`src/rtl/rvs_pkg.sv`:
```
package rvs_pkg;
  typedef struct packed {
    logic pass;
    logic first;
    logic grp_last;
    logic rv_last;
  } beat_t;
endpackage

```
`src/rtl/rvs_group_or.sv`:
```
module rvs_group_or
  import rvs_pkg::*;
(
  input  logic  clk,
  input  logic  rst,
  input  logic  valid,
  input  beat_t beat,
  output logic  or_now
);
  logic or_q;

  assign or_now = (beat.first ? 1'b0 : or_q) | beat.pass;

  always_ff @(posedge clk) begin
    if (rst) or_q <= 1'b0;
    else if (valid) or_q <= or_now;
  end

  // sticky until the next group start
  a_r2_or_sticky: assert property (@(posedge clk) disable iff (rst)
    (or_q && !(valid && beat.first)) |=> or_q);
  // an invalid beat leaves the OR untouched
  a_r9_or_hold: assert property (@(posedge clk) disable iff (rst)
    !valid |=> $stable(or_q));
endmodule

```
`src/rtl/rvs_rv_and.sv`:
```
module rvs_rv_and
  import rvs_pkg::*;
(
  input  logic  clk,
  input  logic  rst,
  input  logic  valid,
  input  beat_t beat,
  input  logic  or_now,
  input  logic  bare,
  output logic  dec_valid,
  output logic  dec_keep
);
  logic and_q;
  logic and_now;

  assign and_now = and_q & or_now;

  always_ff @(posedge clk) begin
    if (rst) begin
      and_q     <= 1'b1;
      dec_valid <= 1'b0;
      dec_keep  <= 1'b0;
    end else begin
      dec_valid <= 1'b0;
      if (bare) begin
        dec_valid <= 1'b1;
        dec_keep  <= 1'b1;
        and_q     <= 1'b1;
      end else if (valid && beat.grp_last) begin
        if (beat.rv_last) begin
          dec_valid <= 1'b1;
          dec_keep  <= and_now;
          and_q     <= 1'b1;
        end else begin
          and_q <= and_now;
        end
      end
    end
  end

  // a failed group clears the AND for the rest of the role value
  a_r5_zero_group: assert property (@(posedge clk) disable iff (rst)
    (valid && !bare && beat.grp_last && !beat.rv_last && !or_now) |=> !and_q);
  // a failed final group yields a drop strobe
  a_r4_drop_dec: assert property (@(posedge clk) disable iff (rst)
    (valid && !bare && beat.grp_last && beat.rv_last && !or_now) |=> (dec_valid && !dec_keep));
  // bare role value is kept
  a_r6_bare_keep: assert property (@(posedge clk) disable iff (rst)
    bare |=> (dec_valid && dec_keep));
  // AND is preset once a decision goes out
  a_r3_preset: assert property (@(posedge clk) disable iff (rst)
    dec_valid |-> and_q);
  // an invalid beat does not move the AND
  a_r9_and_hold: assert property (@(posedge clk) disable iff (rst)
    (!valid && !bare) |=> $stable(and_q));
endmodule

```
`src/rtl/rvs_sweep_ctr.sv`:
```
module rvs_sweep_ctr #(
  parameter int CNT_W = 8
) (
  input  logic             clk,
  input  logic             rst,
  input  logic             dec_valid,
  input  logic             dec_keep,
  input  logic             sweep_start,
  input  logic             sweep_end,
  output logic [CNT_W-1:0] drop_count,
  output logic             sweep_done,
  output logic             converged
);
  localparam logic [CNT_W-1:0] CNT_MAX = {CNT_W{1'b1}};

  always_ff @(posedge clk) begin
    if (rst) begin
      drop_count <= '0;
      sweep_done <= 1'b0;
      converged  <= 1'b0;
    end else begin
      sweep_done <= sweep_end;
      if (sweep_start) begin
        drop_count <= '0;
        converged  <= 1'b0;
      end else begin
        if (dec_valid && !dec_keep && drop_count != CNT_MAX)
          drop_count <= drop_count + 1'b1;
        if (sweep_end)
          converged <= (drop_count == '0);
      end
    end
  end

  // cleared at sweep start
  a_r7_clear: assert property (@(posedge clk) disable iff (rst)
    sweep_start |=> (drop_count == '0));
  // one step per drop below the ceiling
  a_r7_step: assert property (@(posedge clk) disable iff (rst)
    (dec_valid && !dec_keep && !sweep_start && drop_count != CNT_MAX)
      |=> (drop_count == $past(drop_count) + 1'b1));
  // convergence only after a clean sweep
  a_r8_conv: assert property (@(posedge clk) disable iff (rst)
    $rose(converged) |-> ($past(sweep_end) && $past(drop_count) == '0));
endmodule

```
`src/rtl/rv_support_acc.sv`:
```
module rv_support_acc
  import rvs_pkg::*;
#(
  parameter int CNT_W = 8
) (
  input  logic             clk,
  input  logic             rst,
  input  logic             res_valid,
  input  logic             res_pass,
  input  logic             res_first,
  input  logic             res_grp_last,
  input  logic             res_rv_last,
  input  logic             rv_bare,
  input  logic             sweep_start,
  input  logic             sweep_end,
  output logic             dec_valid,
  output logic             dec_keep,
  output logic [CNT_W-1:0] drop_count,
  output logic             sweep_done,
  output logic             converged
);
  beat_t beat;
  logic  or_now;

  assign beat = '{pass: res_pass, first: res_first,
                  grp_last: res_grp_last, rv_last: res_rv_last};

  rvs_group_or u_or (
    .clk(clk), .rst(rst), .valid(res_valid), .beat(beat), .or_now(or_now)
  );

  rvs_rv_and u_and (
    .clk(clk), .rst(rst), .valid(res_valid), .beat(beat), .or_now(or_now),
    .bare(rv_bare), .dec_valid(dec_valid), .dec_keep(dec_keep)
  );

  rvs_sweep_ctr #(.CNT_W(CNT_W)) u_sweep (
    .clk(clk), .rst(rst), .dec_valid(dec_valid), .dec_keep(dec_keep),
    .sweep_start(sweep_start), .sweep_end(sweep_end),
    .drop_count(drop_count), .sweep_done(sweep_done), .converged(converged)
  );

  // decision strobe lasts a single cycle when inputs are idle
  a_r4_one_cycle: assert property (@(posedge clk) disable iff (rst)
    (dec_valid && !res_valid && !rv_bare) |=> !dec_valid);
  // done strobe follows a sweep close
  a_r8_done: assert property (@(posedge clk) disable iff (rst)
    sweep_end |=> sweep_done);
endmodule

```
`config.mk`:
```
export PLATFORM = sky130hd
export DESIGN_NAME = rv_support_acc
export DESIGN_NICKNAME = d
export VERILOG_FILES = /design/src/rtl/rvs_pkg.sv /design/src/rtl/rvs_group_or.sv /design/src/rtl/rvs_rv_and.sv /design/src/rtl/rvs_sweep_ctr.sv /design/src/rtl/rv_support_acc.sv
export SDC_FILE = /design/constraint.sdc
export NUM_CORES = 1
export LEC_CHECK = 0
export ABC_AREA = 1
export BUFFER_PORTS_ARGS = -buffer_cell sky130_fd_sc_hd__buf_2
export CAP_MARGIN = 20
export CORE_MARGIN = 3
export CORE_UTILIZATION = 33
export CTS_CLUSTER_DIAMETER = 120
export CTS_CLUSTER_SIZE = 8
export DETAILED_ROUTE_END_ITERATION = 8
export PLACE_DENSITY = 0.6
export SKIP_LAST_GASP = 1
export SYNTH_ARGS = -nofsm -noshare
export SYNTH_HDL_FRONTEND = slang
export SYNTH_SLANG_ARGS = --single-unit
```
`constraint.sdc`:
```
create_clock -name clk -period 1.9 [get_ports clk]
set_input_delay 0.285 -clock clk [delete_from_list [all_inputs] [get_ports clk]]
set_output_delay 0.285 -clock clk [all_outputs]
set_load 0.02 [all_outputs]
```
* After elaboration in Yosys (flattened, before gate mapping)
Cells that the tools add are included.
** Word-level totals
- Flip-flop bits (word level) :: 14
- Input port bits :: 10
- Output and inout port bits :: 12
- Word-level logic and storage cells :: 29
** Operators by class
- Add/sub/neg operators :: 1
- Eq/ne operators :: 1
- Muxes and demuxes :: 8
- Bitwise logic cells :: 2
- Reductions and logical operators :: 10
** Operator list (count)
- $add A8 B1 Y8 const B :: 1
- $logic_not A8 Y1 :: 1
- $mux W1 :: 8
- $ne A8 B8 Y1 const B :: 1
- $reduce_bool A2 Y1 :: 2
- $reduce_or A2 Y1 :: 2
- $logic_and A1 B1 Y1 :: 3
- $reduce_and A2 Y1 :: 1
- $and A1 B1 Y1 :: 1
- $logic_not A1 Y1 :: 1
- $or A1 B1 Y1 :: 1

* Logic depth before layout (Yosys ltp)
Gate-level depths: netlist (run 1).
- Depth after elaboration :: 6
- Gate-level depth with buffers :: 7
- Mapped depth without buffers :: 7

* By module
Synthesis (run 1) repeated with hierarchy kept, for this count alone.
** Unflattened totals
- Cells, all modules :: 112
- Area, all modules :: 774.5 um2
** Modules (own cells, without submodules)
- rvs_sweep_ctr :: instances 1, cells each 85, area an instance 584.3 um2, seq. area each 200.2 um2
- rvs_rv_and :: instances 1, cells each 17, area an instance 135.1 um2, seq. area each 60.1 um2
- rvs_group_or :: instances 1, cells each 10, area an instance 55.1 um2, seq. area each 20.0 um2

* Least setup slack after synthesis (run 1)
OpenSTA, ideal clock, no wires.
- Path type :: register -> register
- From :: register u_sweep.drop_count[1]
- To :: register u_sweep.drop_count[4]
- Library setup time :: 0.115 ns
- Arrival time :: 1.235 ns
- Required time :: 1.785 ns
- Setup slack :: 0.549 ns
- Cell stages (with the launch flop) :: 7
- Path buffers :: 0
- Period minus slack after synthesis :: 1.351 ns
- Cells stage by stage :: dfxtp_1 -> ha_1 -> nand2_1 -> nor2_2 -> nand2_4 -> a21oi_1 -> nor2_1
** Between the ends
- Cells in the longest elaborated chain, start to end :: 2
- Elaborated cells on any way between the ends :: 3
- Classes of those cells :: 1 x add/sub; 1 x eq/ne; 1 x reduce/logical
** RTL lines
- start: declaration :: RTL line rvs_sweep_ctr.sv:10 : output logic [CNT_W-1:0] drop_count,
- start signal: assignment :: RTL line rvs_sweep_ctr.sv:28 : drop_count <= drop_count + 1'b1;
- branches (longest 2 deep; another with $add A8 B1 Y8)
Parallel ways; which one is timed is not known.
A chain may end at the register's enable or synchronous reset.

* Worst setup path in the final report (run 1)
- From :: register u_sweep.drop_count[1]
- To :: register u_sweep.drop_count[1]
Same word-level chain as after synthesis.

==> metrics.md, run 1 <==
| Metric | Value |
|---|---|
| CP Class | flop to flop |
| Nets | 138 |
| VDD IR max | 0.000412 V |
| Hold-fix buffers, CTS | 0 |
| Grt ovf | 0 |
| # IOs | 22 |
| R2r setup slk | 0.60 ns |
| Full die area | 2730 µm² |
| Initial detailed-routing violation count | 8 |
| Setup slack after layout | 0.598 ns |
| Tmin final | 1.30 ns |
| IO Port Bufs | 21 |
| Min-delay worst type | input pin to flop |
| Post-synth top area cell | dfxtp_1 |
| DRC Markers | 0 |
| Total CTS buffers | 3 |
| Detailed placer's ending HPWL | 1.17 mm |
| Share of the synthesized area in the top cell type | 39.7% |
| Die span in x | 52.2 µm |
| Clock Sinks | 14 |
| Largest net degree at the start of global routing | 11 |
| CTS H-tree depth | 1 |
| R2r startpoint | u_sweep.drop_count[1] |
| #FFs+latches synth | 14 |
| Global-route wire length before repair | 2.34 mm |
| CTS Root Cell | clkbuf_4 |
| EDFF count, synth | 0 |
| Pwr Density | 661 nW/µm² |
| CTS-repair resized insts | 0 |
| CP Launch Point | u_sweep.drop_count[1] |
| Vias in the first global route | 594 |
| Top cells by count, synth | inv_1 (16), nand2_1 (15), dfxtp_1 (14), nor2_1 (12) |
| Setup TNS | 0 ns |
| Via density | 4.44 |
| Core Box Area | 2000 µm² |
| Worst Path Max Fanout | 10 |
| CP endpoint kind | flop |
| Fin. Hold Viols | 0 |
| Asr flop ratio synth | 0% |
| CTS tree | yes |
| PnR Total Power | 0.582 mW |
| Worst Tran Pin Value | 0.289 ns |
| Mapped Area | 706 µm² |
| MaxCap Viol Count | 0 |
| Top-count cell post-synth | inv_1 |
| Distinct cells, synth | 18 |
| R2R depth | 7 |
| Status | complete, no violations |
| RSZ-0062 raised after global routing | false |
| Worst Hold End | u_sweep.sweep_done |
| Remaining antenna violation count | 0 |
| Max Slew Vio Count | 0 |
| Worst-Skew Late Latency | 0.28 ns |
| LEAKAGE | 0.455 nW |
| Mapped Cells | 100 |
| Sequential area share after synthesis | 39.7% |
| Crit path arrival time | 1.52 ns |
| Final setup violation count | 0 |
| Initial antenna violation count | 0 |
| Fmax | 768 MHz |
| Yosys warning count | 0 |
| Final worst-path cycle share | 68.5% |
| Ant diodes | 0 |
| Die H | 52.2 µm |
| Fillers | 238 |
| Clk slew on worst S/H paths | 0.09 ns |
| Layout Utilization | 44.0% |
| Skew final | 0.00154 ns |
| RePlAce Congestion | 0.749 |
| R2r endpoint | u_sweep.drop_count[1] |
| Initial Util | 35.3% |
| Critical path launch point type | flop |
| Slew Limit Headroom | 80.7% |
| Total Routing Usage GR | 12.1% |
| # Post-CTS Setup Buffers | 0 |
| Fraction of layout cells with a size suffix above 1 | 32.0% |
| Area grow syn2layout | 24.8% |
| Post-Syn Nets | 112 |
| Hold path start | rst |
| WL/cell | 10.0 µm |
| Routed vias | 675 |
| Hold Crit Depth | 2 |
| CP required | 2.12 ns |
| Ranking of synthesized cells by area | dfxtp_1 (40%), inv_1 (8.5%), nand2_1 (8.0%) |
| Synth Area per Inst | 7.06 µm² |
| Clock buffer depth | 2 |
| Cell row count | 16 |
| DR pass1 iterations | 2 |
| Final hold slack | 0.217 ns |
| Post-Route WL | 1.52 mm |
| Most used DFF post-synth | dfxtp_1 |
| DP Worst Slack | 0.600 ns |
[flip-flops by register name (all words and copies together) (netlist names)]
signal and count:
u_or.or_q 1, u_and.dec_valid 1, u_sweep.sweep_done 1, u_and.and_q 1, u_sweep.converged 1, u_and.dec_keep 1
u_sweep.drop_count 8
[through the flow]
| stage | area (µm²) | cells |
|---|---|---|
| after detailed placement | 845 | 148 |
| after floorplan | 706 | 100 |
| after global routing | 881 | 152 |
| final | 881 | 152 |
| after global placement | 845 | 148 |
| after CTS | 881 | 152 |
[final cells by class]
| type | instances | area, µm² | area share, % |
|---|---|---|---|
| inverters | 19 | 71.3 | 8.10 |
| repair buffers | 21 | 105 | 11.9 |
| well taps | 27 | 33.8 | 3.84 |
| clock buffers | 4 | 36.3 | 4.12 |
| flip-flops and latches | 14 | 280 | 31.8 |
| multi-input cells | 67 | 354 | 40.2 |
[cell usage in the layout (no fill, tap or decap), types with 3 or more instances in the layout]
master / netlist / final
nor2_2: 4 / 4
inv_1: 16 / 16
a21oi_1: 8 / 8
nor2_1: 12 / 12
nor3_1: 3 / 3
buf_2: 0 / 21
clkbuf_4: 0 / 3
nand2_1: 15 / 15
nand2_2: 4 / 4
nand3_1: 8 / 8
dfxtp_1: 14 / 14
inv_2: 3 / 3
[worst max path at each step]
stage / endpoint / slack [ns] / depth (start not counted)
after floorplan: u_sweep.drop_count[4] / 0.55 / 6
after global placement: u_sweep.drop_count[4] / 0.67 / 6
after detailed placement: u_sweep.drop_count[1] / 0.60 / 7
after CTS: u_sweep.drop_count[1] / 0.58 / 7
after global routing: u_sweep.drop_count[4] / 0.48 / 6
final: u_sweep.drop_count[1] / 0.60 / 7
[logic make-up after synthesis]
| group | Yosys count | synth area share [%] |
|---|---|---|
| buffers and inverters | 19 | 10.1 |
| adders and majority gates | 2 | 3.55 |
| AOI/OAI and AO/OA | 14 | 10.8 |
| and+or+nand+nor | 51 | 35.8 |
| DFF | 14 | 39.7 |
[worst max-delay path, cell delays in order (launching register included)]
cell and delay [ns]:
dfxtp_1 0.41, ha_1 0.19, nand2_1 0.12, nor2_2 0.15, nand2_4 0.12, nand2_4 0.08, nand2_1 0.04, a21oi_1 0.13
[routing by layer]
layer / part of all wire [%] / track usage [%] / wire length (µm)
met5: 0 / 0 / 0
met4: 1.2 / 3.83 / 19
met3: 6.7 / 5.98 / 102
met2: 50 / 21.5 / 760
met1: 42 / 12.3 / 640
[where the power goes]
part	leakage [nW]	internal [mW]	switching, mW
registers	0.114	0.301	0.00466
logic	0.319	0.0227	0.0363
clock network	0.0210	0.117	0.101
total	0.455	0.441	0.142
Power figures use the tool's default switching activity.
==> run 2, diff against run 1 <==
Clock period 1.9 ns to 1.3 ns, I/O delays scaled along.
==> run 2 against run 1 <==
Net effect: routed wire length is 2.4% higher; critical path type unchanged; setup slack worse by 0.52 ns; clock power up 45%; first-iteration DRC count fell by 63%; utilization up 2.2 points.
==> metrics.md, run 2 (synthesis gave the netlist of run 1 again) <==
| Metric | Value |
|---|---|
| Hold path start | rst |
| # IOs | 22 (unchanged) |
| MaxCap Viol Count | 0 (unchanged) |
| Tmin final | 1.22 ns (-0.0768 ns) |
| Critical path launch point type | flop |
| Global-route wire length before repair | 2.37 mm (+1.5%) |
| Skew final | 0.00295 ns (+0.00141 ns) |
| Initial antenna violation count | 0 (unchanged) |
| Fraction of layout cells with a size suffix above 1 | 38.3% (+6.3 points) |
| Setup slack after layout | 0.0752 ns (-0.523 ns) |
| Clock Sinks | 14 (unchanged) |
| Vias in the first global route | 598 (+0.67%) |
| Critical path buffer and inverter count | 0 (unchanged) |
| Initial Util | 35.3% (unchanged) |
| Pwr Density | 919 nW/µm² (+39%) |
| CP endpoint kind | flop |
| Max Slew Vio Count | 0 (unchanged) |
| Total CTS buffers | 3 (unchanged) |
| Worst-Skew Late Latency | 0.28 ns (about the same) |
| Remaining antenna violation count | 0 (unchanged) |
| Slowest cell delay on critical path | 0.36 ns (-0.05 ns) |
| CP Launch Point | u_sweep.drop_count[0] |
| Fmax | 816 MHz (+6.3%) |
| Critical Path, Cell by Cell | ha_2 -> nand2_2 -> nor2_4 -> nand2_2 -> a21oi_2 -> nor2_1 |
| CP Class | flop to flop |
| Post-Route WL | 1.56 mm (+2.4%) |
| Full die area | 2730 µm² (unchanged) |
| Fin. Hold Viols | 0 (unchanged) |
| Die span in x | 52.2 µm (unchanged) |
| Biggest register | u_sweep.drop_count |
| Crit path arrival time | 1.41 ns (-0.11 ns) |
| Most frequent CP cell | nand2_2 |
| Clock buffer depth | 2 (unchanged) |
| Final hold slack | 0.123 ns (-0.0947 ns) |
| Total Routing Usage GR | 11.9% (-0.18 points) |
| Largest delay share family, worst path | simple AND/OR/NAND/NOR gates |
| Most common cell after layout, fill and taps aside | buf_2 |
| WL/cell | 10.1 µm (+0.38%) |
| Slew Limit Headroom | 78.7% (-2.0 points) |
| DR pass1 iterations | 2 (unchanged) |
| Max FFs per register | 8 (unchanged) |
| Initial detailed-routing violation count | 3 (-5) |
| RePlAce Congestion | 0.756 (+0.87%) |
| CP required | 1.48 ns (-0.64 ns) |
| Ant diodes | 0 (unchanged) |
| Core Box Area | 2000 µm² (unchanged) |
| LEAKAGE | 0.467 nW (+2.8%) |
| CTS H-tree depth | 1 (unchanged) |
| DRC Markers | 0 (unchanged) |
| Worst Tran Pin Value | 0.320 ns (+0.0307 ns) |
| Hold-fix buffers, CTS | 0 (unchanged) |
| CTS Root Cell | clkbuf_4 |
| CTS tree | yes |
| Die H | 52.2 µm (unchanged) |
| DP Worst Slack | 0.0700 ns (-0.530 ns) |
| Crit path max-delay cell type | dfxtp_2 |
| Routed vias | 709 (+5.0%) |
| Largest net degree at the start of global routing | 11 (unchanged) |
| Cell row count | 16 (unchanged) |
| IO Port Bufs | 21 (unchanged) |
| Grt ovf | 0 (unchanged) |
| Status | complete, no violations |
| Final setup violation count | 0 (unchanged) |
| Min-delay worst type | input pin to flop |
| Detailed placer's ending HPWL | 1.19 mm (+1.2%) |
| Area grow syn2layout | 31.0% |
| Nets | 141 (+2.2%) |
| Via density | 4.57 (+3.0%) |
| Clk slew on worst S/H paths | 0.09 ns (about the same) |
| Most frequent cells in the layout | buf_2 (21), inv_1 (16), nand2_1 (14), nor2_1 (12), dfxtp_1 (12) |
| VDD IR max | 0.000542 V (+32%) |
| Worst Path Max Fanout | 5 (-5) |
| R2r startpoint | u_sweep.drop_count[0] |
| Final worst-path cycle share | 94.2% (+26 points) |
## run 2: cell type report
cell class | instances | area, µm²
clock buffer | 4 | 36.3
fill | 224 | 1080
inverter | 19 | 71.3
multi-input combinational | 68 | 378
sequential | 14 | 285
tap | 27 | 33.8
timing repair buffer | 23 | 120
## run 2: worst paths after layout
kind / endpoint / slack (ns) / cells past startpoint
setup reg to reg: u_sweep.drop_count[4] / 0.08 / 6
hold / removal: u_sweep.sweep_done / 0.12 / 2
setup / recovery: u_sweep.drop_count[4] / 0.08 / 6
hold reg to reg: u_sweep.converged / 0.50 / 2
## run 2: stage by stage
stage               power, mW  setup TNS [ns]  cell area [µm²]  instances  utilization [%]
finish                  0.850               0              925        155             46.2
floorplan               0.510               0              708        100                -
CTS                     0.866               0              883        152             44.1
global placement        0.543               0              847        148             42.3
detailed placement      0.544               0              847        148             42.3
global route            0.894         -0.0406              925        155             46.2
## run 2: layer usage
metal	GRT usage (%)	vias up	wire [µm]
li1	-	373	-
met1	14.0	314	696
met2	19.2	17	745
met3	3.70	5	89
met4	6.38	0	27
met5	0	-	0
## run 2: timing repair
item / 4_1_cts / 5_1_grt
endpoints found under the setup margin: 0 / 7
hold endpoints to repair: 0 / 0
resized for setup: 0 / 6
setup buffers: 0 / 2
## run 2: power breakdown
| part | switching (mW) | internal [mW] | leakage, nW |
|---|---|---|---|
| clock | 0.146 | 0.170 | 0.0210 |
| combinational | 0.0539 | 0.0348 | 0.331 |
| sequential | 0.00663 | 0.438 | 0.116 |
| total | 0.206 | 0.644 | 0.467 |
==> run 3, diff against run 2 <==
Settings changed: ABC_AREA 1 to unset.
==> run 3 against run 2 <==
Net effect: clock skew shrank 0.0026 ns; maximum frequency shrank 2.8%; via count shrank 6.6%; count of clock-buffer cells in the layout is the same; total power grew 0.90%; synthesized cell count shrank 25%; non-clock buffer count grew 2; final cell count shrank 17%; first-iteration DRC count grew to 5.0 times the previous value; design area shrank 1.6%; sequential power grew 1%.
==> metrics.md, run 3 <==
| Metric | Value |
|---|---|
| Slowest cell delay on critical path | 0.39 ns (+0.03 ns) |
| Post-Route WL | 1.61 mm (+3.6%) |
| Remaining antenna violation count | 0 (unchanged) |
| Global-route wire length before repair | 2.59 mm (+9.0%) |
| Die span in x | 51.8 µm (-0.86%) |
| EDFF count, synth | 0 (unchanged) |
| PnR Total Power | 0.858 mW (+0.90%) |
| Final Instance Area | 910 µm² (-1.6%) |
| Fin. Hold Viols | 0 (unchanged) |
| Layout Utilization | 49.0% (+2.8 points) |
| MaxCap Viol Count | 0 (unchanged) |
| IO Port Bufs | 21 (unchanged) |
| CP Class | flop to flop |
| Skew final | 0.000368 ns (-0.00259 ns) |
| Final hold slack | 0.136 ns (+0.0133 ns) |
| Min-delay worst type | input pin to flop |
| Nets | 117 (-17%) |
| Yosys warning count | 0 (unchanged) |
| Share of the synthesized area in the top cell type | 40.5% (+0.79 points) |
| Most used DFF post-synth | dfxtp_1 |
| Die H | 51.8 µm (-0.86%) |
| GR peak layer | met2 |
| Most frequent cells in the layout | buf_2 (21), dfxtp_1 (12), nand2_1 (7), a21oi_1 (5), nor2_1 (5) |
| CTS H-tree depth | 1 (unchanged) |
| CP endpoint kind | flop |
| Asr flop ratio synth | 0% (unchanged) |
| Worst Path Max Fanout | 5 (unchanged) |
| Core Box Area | 1860 µm² (-7.2%) |
| Vias in the first global route | 600 (+0.33%) |
| Critical Path, Cell by Cell | ha_4 -> nand4_1 -> o211a_1 -> mux2i_1 |
| Largest net degree at the start of global routing | 9 (-2) |
| GR Layer Usage met1 | 17.4% (+3.4 points) |
| Final setup violation count | 0 (unchanged) |
| Worst Tran Pin Value | 0.467 ns (+0.148 ns) |
| Status | complete, no violations |
| Ranking of synthesized cells by area | dfxtp_1 (41%), mux2i_1 (4.3%), nand2_1 (3.8%) |
| Sequential area share after synthesis | 40.5% (+0.79 points) |
| Initial detailed-routing violation count | 15 (+12) |
| Worst-Skew Late Latency | 0.28 ns (about the same) |
| GR met3 Demand/Resource | 2.87% (-0.84 points) |
| RePlAce Congestion | 0.832 (+10%) |
| Final worst-path cycle share | 96.9% (+2.7 points) |
| Initial antenna violation count | 0 (unchanged) |
| Initial Util | 37.2% (+2.0 points) |
| CTS tree | yes |
| Fillers | 179 (-20%) |
| WL/cell | 12.5 µm (+24%) |
| Full die area | 2680 µm² (-1.7%) |
| Most common cell after layout, fill and taps aside | buf_2 |
| GR Layer Usage met2 | 18.9% (-0.39 points) |
| Fmax | 794 MHz (-2.8%) |
| Crit path max-delay cell type | dfxtp_2 |
| Critical path launch point type | flop |
| Hold-fix buffers, CTS | 0 (unchanged) |
| Slew Limit Headroom | 68.7% (-9.9 points) |
| Fraction of layout cells with a size suffix above 1 | 37.5% (-0.78 points) |
| Mapped Area | 692 µm² (-2.0%) |
| Post-Syn Nets | 87 (-22%) |
| Max Slew Vio Count | 0 (unchanged) |
| Total CTS buffers | 3 (unchanged) |
| Cell row count | 15 (-1) |
| Mapped Cells | 75 (-25%) |
| Clock buffer depth | 2 (unchanged) |
| CP required | 1.48 ns (about the same) |
| Routed vias | 662 (-6.6%) |
| Top-count cell post-synth | dfxtp_1 |
| Total Routing Usage GR | 12.8% (+0.90 points) |
| #FFs+latches synth | 14 (unchanged) |
| Crit path arrival time | 1.44 ns (+0.03 ns) |
| # IOs | 22 (unchanged) |
| Biggest register | u_sweep.drop_count |
| DR pass1 iterations | 4 (+2) |
| Pwr Density | 943 nW/µm² (+2.6%) |
| Detailed placer's ending HPWL | 1.23 mm (+3.3%) |
| VDD IR max | 0.000456 V (-16%) |
| Top cells by count, synth | dfxtp_1 (14), nand2_1 (7), a21oi_1 (5), nor2_1 (5), and3_1 (4) |
| DRC Markers | 0 (unchanged) |
| Tmin final | 1.26 ns (+0.0349 ns) |
| Post-synth top area cell | dfxtp_1 |
| Clock Sinks | 14 (unchanged) |
| Max FFs per register | 8 (unchanged) |
| Dpl cell area | 856 µm² (+1.0%) |
| Distinct cells, synth | 30 (+12) |
| CTS Root Cell | clkbuf_4 |
| Clk slew on worst S/H paths | 0.09 ns (about the same) |
| Grt ovf | 0 (unchanged) |
| Via density | 5.13 (+12%) |
| Ant diodes | 0 (unchanged) |
| Area grow syn2layout | 31.5% |
| LEAKAGE | 0.417 nW (-11%) |
| Synth Area per Inst | 9.23 µm² (+31%) |
[run 3: power by group]
| part | switching, mW | internal, mW | leakage (nW) |
|---|---|---|---|
| logic | 0.0474 | 0.0370 | 0.281 |
| registers | 0.00947 | 0.441 | 0.115 |
| clock network | 0.153 | 0.171 | 0.0210 |
[run 3: final timing paths]
check                           cells after the start                    end                   from  slack [ns]
worst max-delay path                                4  u_sweep.drop_count[0]  u_sweep.drop_count[1]        0.04
worst min-delay path                                3            u_and.and_q                rv_bare        0.14
worst max register to register                      4  u_sweep.drop_count[0]  u_sweep.drop_count[1]        0.04
worst min register to register                      2      u_sweep.converged      u_sweep.converged        0.47
[run 3: critical path: cells and delay by family (launching register included)]
family	cells	cell delay, ns
adders and majority gates	1	0.16
and+or+nand+nor	1	0.16
AOI/OAI and AO/OA	1	0.31
muxes	1	0.13
DFF	1	0.39
[run 3: logic make-up (layout without fill, tap and decap cells)]
logic type / after synthesis / count (layout) / share of synthesized area (%)
and+or+nand+nor: 35 / 35 / 29.1
buffers and inverters: 3 / 32 / 1.63
DFF: 14 / 14 / 40.5
adders and majority gates: 2 / 2 / 3.62
muxes: 3 / 3 / 4.34
AOI/OAI and AO/OA: 18 / 18 / 20.8
[run 3: repair_timing]
action                     4_1_cts  5_1_grt
gates resized for setup          0        1
buffers inserted                 0        1
setup endpoints to repair        0        3
hold endpoints to repair         0        0
[run 3: per-layer routing]
layer | wire length (µm) | vias to the layer above | part of all wire, %
li1 | - | 347 | -
met1 | 745 | 295 | 46
met2 | 734 | 16 | 45
met3 | 105 | 4 | 6.5
met4 | 29 | 0 | 1.8
met5 | 0 | - | 0
[run 3: area by class of cell]
class	count	area [µm²]	area share, %
inverters	3	11.3	1.24
well taps	25	31.3	3.44
flip-flops and latches	14	283	31.1
clock buffers	4	36.3	3.99
repair buffers	25	135	14.9
multi-input cells	58	413	45.4
[run 3: metrics by stage]
step | setup TNS [ns] | cells | setup WS (ns)
floorplan | 0 | 75 | 0.00820
global placement | 0 | 124 | 0.0869
detailed placement | 0 | 124 | 0.0309
CTS | 0 | 128 | 0.0171
global route | -0.0331 | 129 | -0.0207
finish | 0 | 129 | 0.0403
